### src/rtl/adc_rdr_pkg.sv
package adc_rdr_pkg;

   typedef enum logic [2:0] {
      ST_IDLE,
      ST_LEAD,
      ST_LOW,
      ST_HIGH,
      ST_QUIET
   } rdr_state_t;

   function automatic int max_i(input int a, input int b);
      return (a > b) ? a : b;
   endfunction

endpackage

### src/rtl/adc_rdr_phase_len.sv
// Picks the reload value for the sclk high phase that follows a rising edge.
module adc_rdr_phase_len #(
   parameter int HALF_DIV   = 4,
   parameter int ACQ_CYC    = 44,
   parameter int TRACK_EDGE = 13,
   parameter int EDGE_W     = 5,
   parameter int CNT_W      = 6
) (
   input  logic [EDGE_W-1:0] rise_nxt,
   output logic [CNT_W-1:0]  high_len_m1
);

   localparam logic [CNT_W-1:0]  HALF_M1 = CNT_W'(HALF_DIV - 1);
   localparam logic [CNT_W-1:0]  ACQ_M1  = CNT_W'(ACQ_CYC - 1);
   localparam logic [EDGE_W-1:0] TRK_IDX = EDGE_W'(TRACK_EDGE);

   generate
      if (ACQ_CYC > HALF_DIV) begin : g_stretch
         // acquisition window is longer than a normal half period
         assign high_len_m1 = (rise_nxt == TRK_IDX) ? ACQ_M1 : HALF_M1;
      end else begin : g_plain
         // a normal half period already covers the acquisition window
         logic unused_rise;
         assign unused_rise = ^rise_nxt;
         assign high_len_m1 = HALF_M1;
      end
   endgenerate

endmodule

### src/rtl/adc_rdr_seq.sv
// Frame sequencer: chip select, serial clock, phase timers, quiet window.
module adc_rdr_seq
   import adc_rdr_pkg::*;
#(
   parameter int FRAME_BITS = 16,
   parameter int HALF_DIV   = 4,
   parameter int ACQ_CYC    = 44,
   parameter int QUIET_CYC  = 10,
   parameter int TRACK_EDGE = 13
) (
   input  logic clk,
   input  logic rst,
   input  logic start,
   output logic cs_n,
   output logic sclk,
   output logic sample_en,
   output logic end_en,
   output logic busy
);

   localparam int EDGE_W  = $clog2(FRAME_BITS + 1);
   localparam int CNT_MAX = max_i(max_i(HALF_DIV, ACQ_CYC), QUIET_CYC);
   localparam int CNT_W   = $clog2(CNT_MAX + 1);
   localparam logic [CNT_W-1:0]  HALF_M1   = CNT_W'(HALF_DIV - 1);
   localparam logic [CNT_W-1:0]  QUIET_M1  = CNT_W'(QUIET_CYC - 1);
   localparam logic [CNT_W-1:0]  CNT_ONE   = CNT_W'(1);
   localparam logic [EDGE_W-1:0] LAST_EDGE = EDGE_W'(FRAME_BITS);
   localparam logic [EDGE_W-1:0] EDGE_ONE  = EDGE_W'(1);

   rdr_state_t        state_q;
   logic [CNT_W-1:0]  cnt_q;
   logic [EDGE_W-1:0] rise_q;
   logic [EDGE_W-1:0] rise_nxt;
   logic [CNT_W-1:0]  high_len_m1;
   logic              pend_q;
   logic              cs_n_q;
   logic              sclk_q;
   logic              cnt_zero;

   assign cnt_zero = (cnt_q == '0);
   assign rise_nxt = rise_q + EDGE_ONE;

   adc_rdr_phase_len #(
      .HALF_DIV  (HALF_DIV),
      .ACQ_CYC   (ACQ_CYC),
      .TRACK_EDGE(TRACK_EDGE),
      .EDGE_W    (EDGE_W),
      .CNT_W     (CNT_W)
   ) u_phase (
      .rise_nxt   (rise_nxt),
      .high_len_m1(high_len_m1)
   );

   always_ff @(posedge clk) begin
      if (rst) begin
         state_q <= ST_IDLE;
         cnt_q   <= '0;
         rise_q  <= '0;
         pend_q  <= 1'b0;
         cs_n_q  <= 1'b1;
         sclk_q  <= 1'b1;
      end else begin
         if (start && (state_q != ST_IDLE)) begin
            pend_q <= 1'b1;
         end
         case (state_q)
            ST_IDLE: begin
               if (start || pend_q) begin
                  state_q <= ST_LEAD;
                  cs_n_q  <= 1'b0;
                  cnt_q   <= HALF_M1;
                  rise_q  <= '0;
                  pend_q  <= 1'b0;
               end
            end
            ST_LEAD: begin
               if (cnt_zero) begin
                  state_q <= ST_LOW;
                  sclk_q  <= 1'b0;
                  cnt_q   <= HALF_M1;
               end else begin
                  cnt_q <= cnt_q - CNT_ONE;
               end
            end
            ST_LOW: begin
               if (cnt_zero) begin
                  state_q <= ST_HIGH;
                  sclk_q  <= 1'b1;
                  rise_q  <= rise_nxt;
                  cnt_q   <= high_len_m1;
               end else begin
                  cnt_q <= cnt_q - CNT_ONE;
               end
            end
            ST_HIGH: begin
               if (cnt_zero) begin
                  if (rise_q == LAST_EDGE) begin
                     state_q <= ST_QUIET;
                     cs_n_q  <= 1'b1;
                     cnt_q   <= QUIET_M1;
                  end else begin
                     state_q <= ST_LOW;
                     sclk_q  <= 1'b0;
                     cnt_q   <= HALF_M1;
                  end
               end else begin
                  cnt_q <= cnt_q - CNT_ONE;
               end
            end
            ST_QUIET: begin
               if (cnt_zero) begin
                  state_q <= ST_IDLE;
               end else begin
                  cnt_q <= cnt_q - CNT_ONE;
               end
            end
            default: state_q <= ST_IDLE;
         endcase
      end
   end

   assign sample_en = (state_q == ST_LOW) && cnt_zero;
   assign end_en    = (state_q == ST_HIGH) && cnt_zero && (rise_q == LAST_EDGE);
   assign busy      = (state_q != ST_IDLE) || pend_q;
   assign cs_n      = cs_n_q;
   assign sclk      = sclk_q;

endmodule

### src/rtl/adc_rdr_capture.sv
// Shift register and result field extraction.
module adc_rdr_capture #(
   parameter int FRAME_BITS = 16,
   parameter int RESULT_W   = 8,
   parameter int LEAD_ZEROS = 3
) (
   input  logic                clk,
   input  logic                rst,
   input  logic                cs_n,
   input  logic                sample_en,
   input  logic                end_en,
   input  logic                sdata_in,
   output logic [RESULT_W-1:0] result,
   output logic                valid
);

   localparam int TOP_BIT = FRAME_BITS - 1 - LEAD_ZEROS;

   logic [FRAME_BITS-1:0] shift_q;
   logic [RESULT_W-1:0]   result_q;
   logic                  valid_q;

   always_ff @(posedge clk) begin
      if (rst) begin
         shift_q  <= '0;
         result_q <= '0;
         valid_q  <= 1'b0;
      end else begin
         if (sample_en && !cs_n) begin
            shift_q <= {shift_q[FRAME_BITS-2:0], sdata_in};
         end
         if (end_en) begin
            result_q <= shift_q[TOP_BIT -: RESULT_W];
         end
         valid_q <= end_en;
      end
   end

   assign result = result_q;
   assign valid  = valid_q;

endmodule

### src/rtl/adc_frame_reader.sv
// Host-side reader for one serial converter frame.
module adc_frame_reader #(
   parameter int FRAME_BITS = 16,
   parameter int RESULT_W   = 8,
   parameter int LEAD_ZEROS = 3,
   parameter int TRACK_EDGE = 13,
   parameter int HALF_DIV   = 4,
   parameter int ACQ_CYC    = 44,
   parameter int QUIET_CYC  = 10
) (
   input  logic                clk,
   input  logic                rst,
   input  logic                start,
   input  logic                sdata_in,
   output logic                cs_n,
   output logic                sclk,
   output logic [RESULT_W-1:0] result,
   output logic                valid,
   output logic                busy
);

   generate
      if (HALF_DIV < 1) begin : g_chk_div
         $error("HALF_DIV must be at least 1");
      end
      if (FRAME_BITS < 2) begin : g_chk_frame
         $error("FRAME_BITS must be at least 2");
      end
      if (LEAD_ZEROS + RESULT_W > FRAME_BITS || RESULT_W < 1 || LEAD_ZEROS < 0) begin : g_chk_field
         $error("result field does not fit in the frame");
      end
      if (TRACK_EDGE < 1 || TRACK_EDGE > FRAME_BITS) begin : g_chk_track
         $error("TRACK_EDGE must name a rising edge inside the frame");
      end
      if (ACQ_CYC < 1 || QUIET_CYC < 1) begin : g_chk_time
         $error("ACQ_CYC and QUIET_CYC must be at least 1");
      end
   endgenerate

   logic sample_en;
   logic end_en;

   adc_rdr_seq #(
      .FRAME_BITS(FRAME_BITS),
      .HALF_DIV  (HALF_DIV),
      .ACQ_CYC   (ACQ_CYC),
      .QUIET_CYC (QUIET_CYC),
      .TRACK_EDGE(TRACK_EDGE)
   ) u_seq (
      .clk      (clk),
      .rst      (rst),
      .start    (start),
      .cs_n     (cs_n),
      .sclk     (sclk),
      .sample_en(sample_en),
      .end_en   (end_en),
      .busy     (busy)
   );

   adc_rdr_capture #(
      .FRAME_BITS(FRAME_BITS),
      .RESULT_W  (RESULT_W),
      .LEAD_ZEROS(LEAD_ZEROS)
   ) u_cap (
      .clk      (clk),
      .rst      (rst),
      .cs_n     (cs_n),
      .sample_en(sample_en),
      .end_en   (end_en),
      .sdata_in (sdata_in),
      .result   (result),
      .valid    (valid)
   );

endmodule

### config.mk
export PLATFORM = sky130hd
export DESIGN_NAME = adc_frame_reader
export DESIGN_NICKNAME = d
export VERILOG_FILES = /design/src/rtl/adc_rdr_pkg.sv /design/src/rtl/adc_rdr_phase_len.sv /design/src/rtl/adc_rdr_seq.sv /design/src/rtl/adc_rdr_capture.sv /design/src/rtl/adc_frame_reader.sv
export SDC_FILE = /design/constraint.sdc
export NUM_CORES = 1
export LEC_CHECK = 0
export CAP_MARGIN = 20
export CORE_ASPECT_RATIO = 0.75
export CORE_MARGIN = 2
export CORE_UTILIZATION = 30
export CTS_BUF_LIST = sky130_fd_sc_hd__clkbuf_4 sky130_fd_sc_hd__clkbuf_8 sky130_fd_sc_hd__clkbuf_16
export DETAILED_ROUTE_END_ITERATION = 8
export SLEW_MARGIN = 10
export SYNTH_ARGS = -nofsm -noshare
export SYNTH_HDL_FRONTEND = slang
export SYNTH_SLANG_ARGS = --single-unit
### constraint.sdc
create_clock -name clk -period 2.3 [get_ports clk]
set_input_delay 0.46 -clock clk [delete_from_list [all_inputs] [get_ports clk]]
set_output_delay 0.46 -clock clk [all_outputs]
set_load 0.05 [all_outputs]
## After elaboration in Yosys (flattened, before gate mapping)

Index checks and enable logic that the tools add are counted.

| storage, ports and cells | value |
|---|---|
| bits in registers | 39 |
| bits in latches | 0 |
| memory bits (writable) | 0 |
| memory bits (read-only) | 0 |
| input port bits | 4 |
| output and inout port bits | 12 |
| word-level logic and storage cells | 75 |
| memories | 0 |

| operators by class | value |
|---|---|
| $add $sub $neg | 2 |
| multipliers | 0 |
| div/mod/pow operators | 0 |
| order comparisons | 0 |
| equality and inequality tests | 14 |
| shifts and indexed selects | 0 |
| mux-type cells | 30 |
| bitwise logic cells | 0 |
| reduce and logical (&&, ||, !) cells | 20 |

Operators by type and width:

| kind | number |
|---|---|
| 6-bit two-way mux | 6 |
| 6-bit one-hot mux with 5 select lines | 1 |
| 3-bit two-way mux | 6 |
| 3-bit one-hot mux with 5 select lines | 1 |
| 2-bit by 1-bit inequality test with 1-bit output, second input constant | 6 |
| 1-bit two-way mux | 10 |
| 5-bit two-way mux | 2 |
| 5-bit one-hot mux with 2 select lines | 1 |
| 5-bit AND reduction | 2 |
| 3-bit by 2-bit equality test with 1-bit output, second input constant | 2 |
| 6-bit logical NOT | 1 |
| 3-bit AND reduction | 2 |
| 3-bit nonzero test | 2 |
| 6-bit by 1-bit subtractor with 6-bit output, second input constant | 1 |
| 5-bit by 1-bit adder with 5-bit output, second input constant | 1 |
| 5-bit by 4-bit equality test with 1-bit output, second input constant | 1 |
| 5-bit equality test, second input constant | 1 |
| 1-bit logical AND | 5 |
| 5-bit nonzero test | 1 |
| 4-bit two-way mux | 1 |
| 2-bit inequality test, second input constant | 2 |
| 4-bit AND reduction | 1 |
| 2-bit nonzero test | 2 |
| 3-bit by 1-bit equality test with 1-bit output, second input constant | 1 |
| other kinds (6) | 7 |

## Longest topological paths before layout

Gate-level depths: netlist of run 1.

| logic depth | value |
|---|---|
| word-level depth | 5 |
| mapped depth | 9 |
| gate-level depth less buffers | 7 |

## By module

Synthesis of run 1 repeated with hierarchy kept, for this count alone.

| second synthesis, totals | value |
|---|---|
| cell total of the unflattened synthesis | 213 |
| area, all modules | 1,930.6 um^2 |

Modules (own cells, without submodules):

| module | instances | cells each | area each (um^2) | sequential area each (um^2) |
|---|---|---|---|---|
| adc_rdr_seq | 1 | 132 | 1,044.8 | 340.3 |
| adc_rdr_capture | 1 | 72 | 828.3 | 440.4 |
| adc_rdr_phase_len | 1 | 9 | 57.6 | 0.0 |

## Worst setup path after synthesis of run 1

Ideal clock, no wire load.

| path | value |
|---|---|
| path type | reg-to-reg |
| start point | register u_seq.cnt_q[0] |
| end point | register u_seq.rise_q[4] |
| setup time | 0.117 ns |
| arrival time | 2.099 ns |
| data required time | 2.183 ns |
| setup slack | 0.084 ns |
| cell stages (with the launch flop) | 9 |
| buffers on the path | 1 |
| period minus slack after synthesis | 2.216 ns |
| cell sequence | dfxtp_1 inv_1 ha_1 or4b_4 nand2b_4 buf_6 a2111oi_4 nand2_1 a32o_1 |

| between the ends | value |
|---|---|
| cells in the longest elaborated chain, start to end | 3 |

Ends and longest elaborated chain:

| what | line | text |
|---|---|---|
| start: declaration | adc_rdr_seq.sv:31 | `logic [CNT_W-1:0] cnt_q;` |
| start signal: assignment | adc_rdr_seq.sv:82 | `cnt_q <= cnt_q - CNT_ONE;` |
| start signal: assignment | adc_rdr_seq.sv:90 | `cnt_q <= high_len_m1;` |
| start signal: assignment | adc_rdr_seq.sv:92 | `cnt_q <= cnt_q - CNT_ONE;` |
| 6-bit logical NOT | adc_rdr_seq.sv:40 | `assign cnt_zero = (cnt_q == '0);` |
| 2-bit by 1-bit inequality test with 1-bit output (no line) | n/a |  |
| 3-bit AND reduction (no line) | n/a |  |
| end signal: assignment | adc_rdr_seq.sv:89 | `rise_q <= rise_nxt;` |
| end: declaration | adc_rdr_seq.sv:32 | `logic [EDGE_W-1:0] rise_q;` |

No other way between the ends.
A chain may end at the register's enable or synchronous reset.

## Worst setup path after layout of run 1

Same ends and word-level chain as after synthesis.

==> results of run 1 <==
## state kept, by name (all words and copies together) (netlist names)
register,cells
u_cap.shift_q,13
u_cap.result,8
u_seq.cnt_q,6
u_seq.rise_q,5
u_seq.state_q,3
u_cap.valid,1
u_seq.cs_n,1
u_seq.pend_q,1
u_seq.sclk,1
## how the worst max path moves through the flow
stage,start,to,slack (ns),cells after the start
after CTS,u_seq.cnt_q[0],u_seq.rise_q[4],0.10,8
after global routing,u_seq.cnt_q[0],u_seq.rise_q[4],0.0004,8
after global placement,u_seq.cnt_q[0],u_seq.rise_q[3],0.16,8
final,u_seq.cnt_q[0],u_seq.rise_q[4],0.1,8
after floorplan,u_seq.cnt_q[0],u_seq.rise_q[4],0.08,8
after detailed placement,u_seq.cnt_q[0],u_seq.rise_q[4],0.12,8
## routing by layer
layer  up-vias  global-route usage  wire [um]
met2        30               0.151       1580
met5         -                   0          0
met4         0              0.0397         38
li1        818                   -          -
met3         7              0.0310        172
met1       746               0.191       2170
## logic make-up (layout without fill, tap and decap cells)
kind of cell    Yosys count  count (layout)
compound gates           43              43
xor+xnor                  3               3
fa+ha+maj                 5               5
buf+inv                  23              47
flops                    39              39
mux                      20              20
simple gates             86              86
## Yosys cell counts (2+ instances only)
cell       n  area [um^2]
a21oi_1   11         55.1
a32o_1     3         30.0
nand2_1   15         56.3
mux2i_1   20          200
o21ai_0    7         35.0
nand3_1    6         30.0
inv_1      9         33.8
nand4_1    2         12.5
a31oi_1    3         18.8
or2_2      2         12.5
dfxtp_1   39          781
o211ai_1   3         22.5
nand2b_1   2         12.5
clkbuf_1  11         41.3
and2_1     2         12.5
a211oi_1   7         52.6
nor2b_1    2         12.5
xnor2_1    2         17.5
ha_1       4         50.1
nor3_1    10         50.1
buf_6      2         22.5
a211o_1    2         17.5
or3_1      4         25.0
nor2_1    34          128
## final cells by class
cell class / instances / area, um^2 / share of cell area
inverter: 9 / 33.8 / 0.0143
multi-input combinational: 157 / 1040 / 0.439
clock buffer: 6 / 76.3 / 0.0323
sequential: 39 / 781 / 0.331
clock inverter: 2 / 60.1 / 0.0254
timing repair buffer: 30 / 273 / 0.116
tap: 81 / 101 / 0.0429
## worst max-delay path, delay by kind of cell (launching register included)
kind	cells	cell delay, ns
compound gates	2	0.57
flops	1	0.32
simple gates	3	0.72
buf+inv	2	0.30
fa+ha+maj	1	0.19
## report_power, final
group	leakage, nW	switching [mW]	internal [mW]
Combinational	0.508	0.306	0.239
Sequential	0.316	0.0552	0.710
Clock	0.0688	0.239	0.446
Total	0.892	0.600	1.39
## cells in the final DEF, fill, tap and decap left out, drive strengths merged, types with 6 or more instances in the layout
master,synthesis,final
mux2i,20,20
nor2,34,34
nand2,15,15
nor3,11,11
clkdlybuf4s50,0,14
a211oi,7,7
clkbuf,11,6
inv,9,9
a21oi,11,11
buf,3,16
o21ai,7,7
dfxtp,39,39
nand3,6,6
## timing repair
| item | CTS | global route |
|---|---|---|
| setup buffers | 0 | 1 |
| hold buffers | 0 | 0 |
| endpoints found under the setup margin | 0 | 5 |
| resized for setup | 0 | 3 |
==> reports/metrics.yaml, run 1 <==
global_routing:
  grt_pass1_wl_mm: 6.53
  grt_max_degree: 33
  first_global_vias: 1332
  grt_usage: 0.120
  grt-ovfl-total: 0
  antenna_found_initial: 0
critical_path:
  startpoint_type: "flop"
  cp_data_required_time_ns: 2.48
  cp_slowest_cell: "or4b_4"
  rr_worst_depth: 8
  timing_worst_setup_path_type: "flop to flop"
  path_max_fanout: 7
  max_stage_delay_ns: 0.48
  path_cells: "inv_1, ha_2, or4b_4, nand2b_4, a2111oi_4, buf_4, nand2_1, a32o_1"
  r2r_end: "u_seq.rise_q[4]"
  regToRegStartpoint: "u_seq.cnt_q[0]"
  end_kind: "flop"
  crit_arrival_ns: 2.39
  ff2ff_setup_slack_ns: 0.1
run:
  cap_violations: 0
drt:
  routed_wl_mm: 3.97
  drt.antenna.violating_nets: 0
  wl_per_cell_um: 12.2
  vias_per_cell: 4.94
  first_pass_iters: 4
  drt_iter0_markers: 76
  vias: 1601
  drc: 0
yosys:
  async_reset_ff_frac: 0
  synth.ff_latch_count: 39
  synth_mux_area_frac: 0.105
  synthAdderAreaFrac: 0.0315
  synth_fp_nets: 227
  ys_warn_count: 0
  synth_area_um2: 1910
  synth_area_per_cell_um2: 8.70
  synth-compound-area-share: 0.165
  synth_cell_type_count: 41
  synthFlopType: "dfxtp_1"
  synth_edf_count: 0
  synth_xor_area_frac: 0.0138
  synth_top_family_by_area: "simple AND/OR/NAND/NOR gates"
  synthSimpleGateAreaFrac: 0.221
  yosysSeqAreaShare: 0.410
  synth_cells: 219
die:
  io_pins: 16
  core_area_um2: 6220
  die_w_um: 96.0
  die-height_um: 73.0
  start_util: 0.306
  dieArea_um2: 7010
  rows: 25
cts:
  clockBufferDepth: 2
  cts_htree_levels: 2
  cts_sinks: 39
  clkSlewWorstSetupHoldPaths_ns: 0.08
  cts_made_buffers: 5
  cts_tree: "done"
  cts_root_buffer: "clkbuf_8"
  clk_latency_ns: 0.29
timing:
  timing.final.ws_setup_ns: 0.0963
  setup_violations: 0
  clock_skew_ns: 0.00357
  period_needed_ns: 2.20
  period_share: 0.958
  rsz0062_at_grt: "no"
  max_slew_margin: 0.640
  tightest_slew_ns: 0.539
  hold_viol_final: 0
  slew_violations: 0
  hold_slack_ns: 0.457
  fin_tns_setup_ns: 0
  max_freq_mhz: 454
pwr:
  ir_worst_vdd_mv: 0.309
  power_mw: 1.99
  leakagePower_nw: 0.892
  power_density_nw_per_um2: 845
status:
  status: "finished clean"
cells_and_area:
  area_delta_synth_final_pct: 23.9
  nets: 250
  stdcell_count: 324
  drive_gt1_frac: 0.136
  antenna_cells: 0
  finish.instance_area_um2: 2360
  fill_cells: 615
  final_core_util: 0.379
min_path:
  min_to: "u_cap.result[1]"
  hp-start: "u_cap.result[1]"
  holdCritPathClass: "flop to flop"
  min_path_cells: 2
place:
  port-buffer-count: 15
  dp.cells: 315
  preCtsSetupSlack_ns: 0.120
  placed_area_um2: 2200
  hpwlAfterDp_mm: 2.85
  place_congestion: 0.870
Power figures use the tool's default switching activity.
==> inputs of run 2 (changes only) <==
- CAP_MARGIN: 20 -> 15
- clock period: 2.3 -> 2.1 ns (I/O delays scaled with it)
==> run 2 against run 1 <==
Cell count increased by 3.4%. Core utilization increased by 1.5 points. Worst setup slack got worse by 0.068 ns. Wire length increased by 8.1%. Register-to-register slack got worse by 0.07 ns.
==> reports/metrics.yaml, run 2 (synthesis gave the netlist of run 1 again) <==
global_routing:
  first_global_vias: 1404
  antenna_found_initial: 0
  grt_usage: 0.131
  grt_max_degree: 34
  grt-ovfl-total: 0
  grt_pass1_wl_mm: 7.11
critical_path:
  cp_slowest_cell: "or4b_4"
  cp_top_family: "simple AND/OR/NAND/NOR gates"
  cp_data_required_time_ns: 2.28
  max_stage_delay_ns: 0.46
  end_kind: "flop"
  path_max_fanout: 4
  startpoint_type: "flop"
  path_cells: "inv_2, ha_4, or4b_4, nand2b_4, a2111oi_4, buf_4, nand2_1, a32o_1"
  path_buf_inv: 2
  crit_arrival_ns: 2.25
  timing_worst_setup_path_type: "flop to flop"
cts:
  cts_hold_buf: 0
  cts_htree_levels: 2
  clk_latency_ns: 0.29
  cts_made_buffers: 5
  clkSlewWorstSetupHoldPaths_ns: 0.08
  cts_tree: "done"
  clockBufferDepth: 2
  cts_sinks: 39
  cts_root_buffer: "clkbuf_8"
die:
  dieArea_um2: 7010
  die-height_um: 73.0
  start_util: 0.306
  die_w_um: 96.0
  core_area_um2: 6220
  io_pins: 16
  rows: 25
drt:
  vias: 1632
  drt.antenna.violating_nets: 0
  vias_per_cell: 4.87
  routed_wl_mm: 4.29
  drt_iter0_markers: 77
  first_pass_iters: 6
  wl_per_cell_um: 12.8
  drc: 0
timing:
  clock_skew_ns: 0.00688
  period_share: 0.987
  hold_viol_final: 0
  slew_violations: 0
  tightest_slew_ns: 0.500
  timing.final.ws_setup_ns: 0.0279
  setup_violations: 0
  max_freq_mhz: 483
  max_slew_margin: 0.665
  period_needed_ns: 2.07
pwr:
  leakagePower_nw: 0.946
  power_density_nw_per_um2: 893
  power_mw: 2.19
  ir_worst_vdd_mv: 0.330
place:
  place_congestion: 0.813
  port-buffer-count: 15
  dp.cells: 317
  placed_area_um2: 2230
  preCtsSetupSlack_ns: -0.00826
  hpwlAfterDp_mm: 2.95
cells_and_area:
  area_delta_synth_final_pct: 29.0
  stdcell_count: 335
  drive_gt1_frac: 0.205
  final_cell_mix: "dfxtp_1 (35), nor2_1 (34), buf_4 (24), mux2i_1 (20), nand2_1 (15)"
  largest_register_ffs: 13
  antenna_cells: 0
  finish.instance_area_um2: 2460
  final_common_cell: "dfxtp_1"
  regMostFlops: "u_cap.shift_q"
  nets: 261
min_path:
  holdCritPathClass: "flop to flop"
run:
  cap_violations: 0
status:
  status: "finished clean"
[run 2: cell type report]
type                            count  area, um^2
Fill cell                         610        3770
Multi-Input combinational cell    157        1060
Sequential cell                    39         786
Timing Repair Buffer               41         363
Tap cell                           81         101
Clock buffer                        6        82.6
Clock inverter                      2        35.0
Inverter                            9        33.8
[run 2: report_power, final]
group	internal (mW)	switching, mW	total (mW)
Sequential	0.781	0.0538	0.835
Clock	0.384	0.259	0.643
Combinational	0.339	0.377	0.716
[run 2: worst register-to-register path: cells and delay by family, from the launching register on]
| family | cells | cell delay, ns |
|---|---|---|
| buf+inv | 2 | 0.24 |
| compound gates | 2 | 0.57 |
| simple gates | 3 | 0.70 |
| fa+ha+maj | 1 | 0.13 |
| flops | 1 | 0.33 |
[run 2: path summary, 6_finish.rpt]
| check | depth (start not counted) | slack [ns] | startpoint | end |
|---|---|---|---|---|
| worst min register to register | 2 | 0.46 | u_cap.result[1] | u_cap.result[1] |
| worst max-delay path | 8 | 0.03 | u_seq.cnt_q[0] | u_seq.rise_q[3] |
| worst min-delay path | 2 | 0.46 | u_cap.result[1] | u_cap.result[1] |
| worst max register to register | 8 | 0.03 | u_seq.cnt_q[0] | u_seq.rise_q[3] |
[run 2: routing by layer]
layer,vias up,track usage,wire (um)
met4,0,0.0381,42
met1,756,0.186,2180
met5,-,0,0
li1,842,-,-
met2,29,0.192,1920
met3,5,0.0403,150
[run 2: through the flow]
step | setup TNS (ns) | utilization | hold WS, ns
3_5_place_dp | -0.0125 | 0.358 | 0.452
4_1_cts | -0.000655 | 0.383 | 0.463
5_1_grt | -0.0366 | 0.395 | 0.483
6_report | 0 | 0.395 | 0.460
3_3_place_gp | 0 | 0.358 | 0.449
2_1_floorplan | 0 | - | 0.444
[run 2: timing repair]
| item | CTS | global route |
|---|---|---|
| pin swaps | 4 | 5 |
| gates resized for setup | 2 | 8 |
| setup endpoints to repair | 7 | 29 |
| buffers inserted | 4 | 6 |
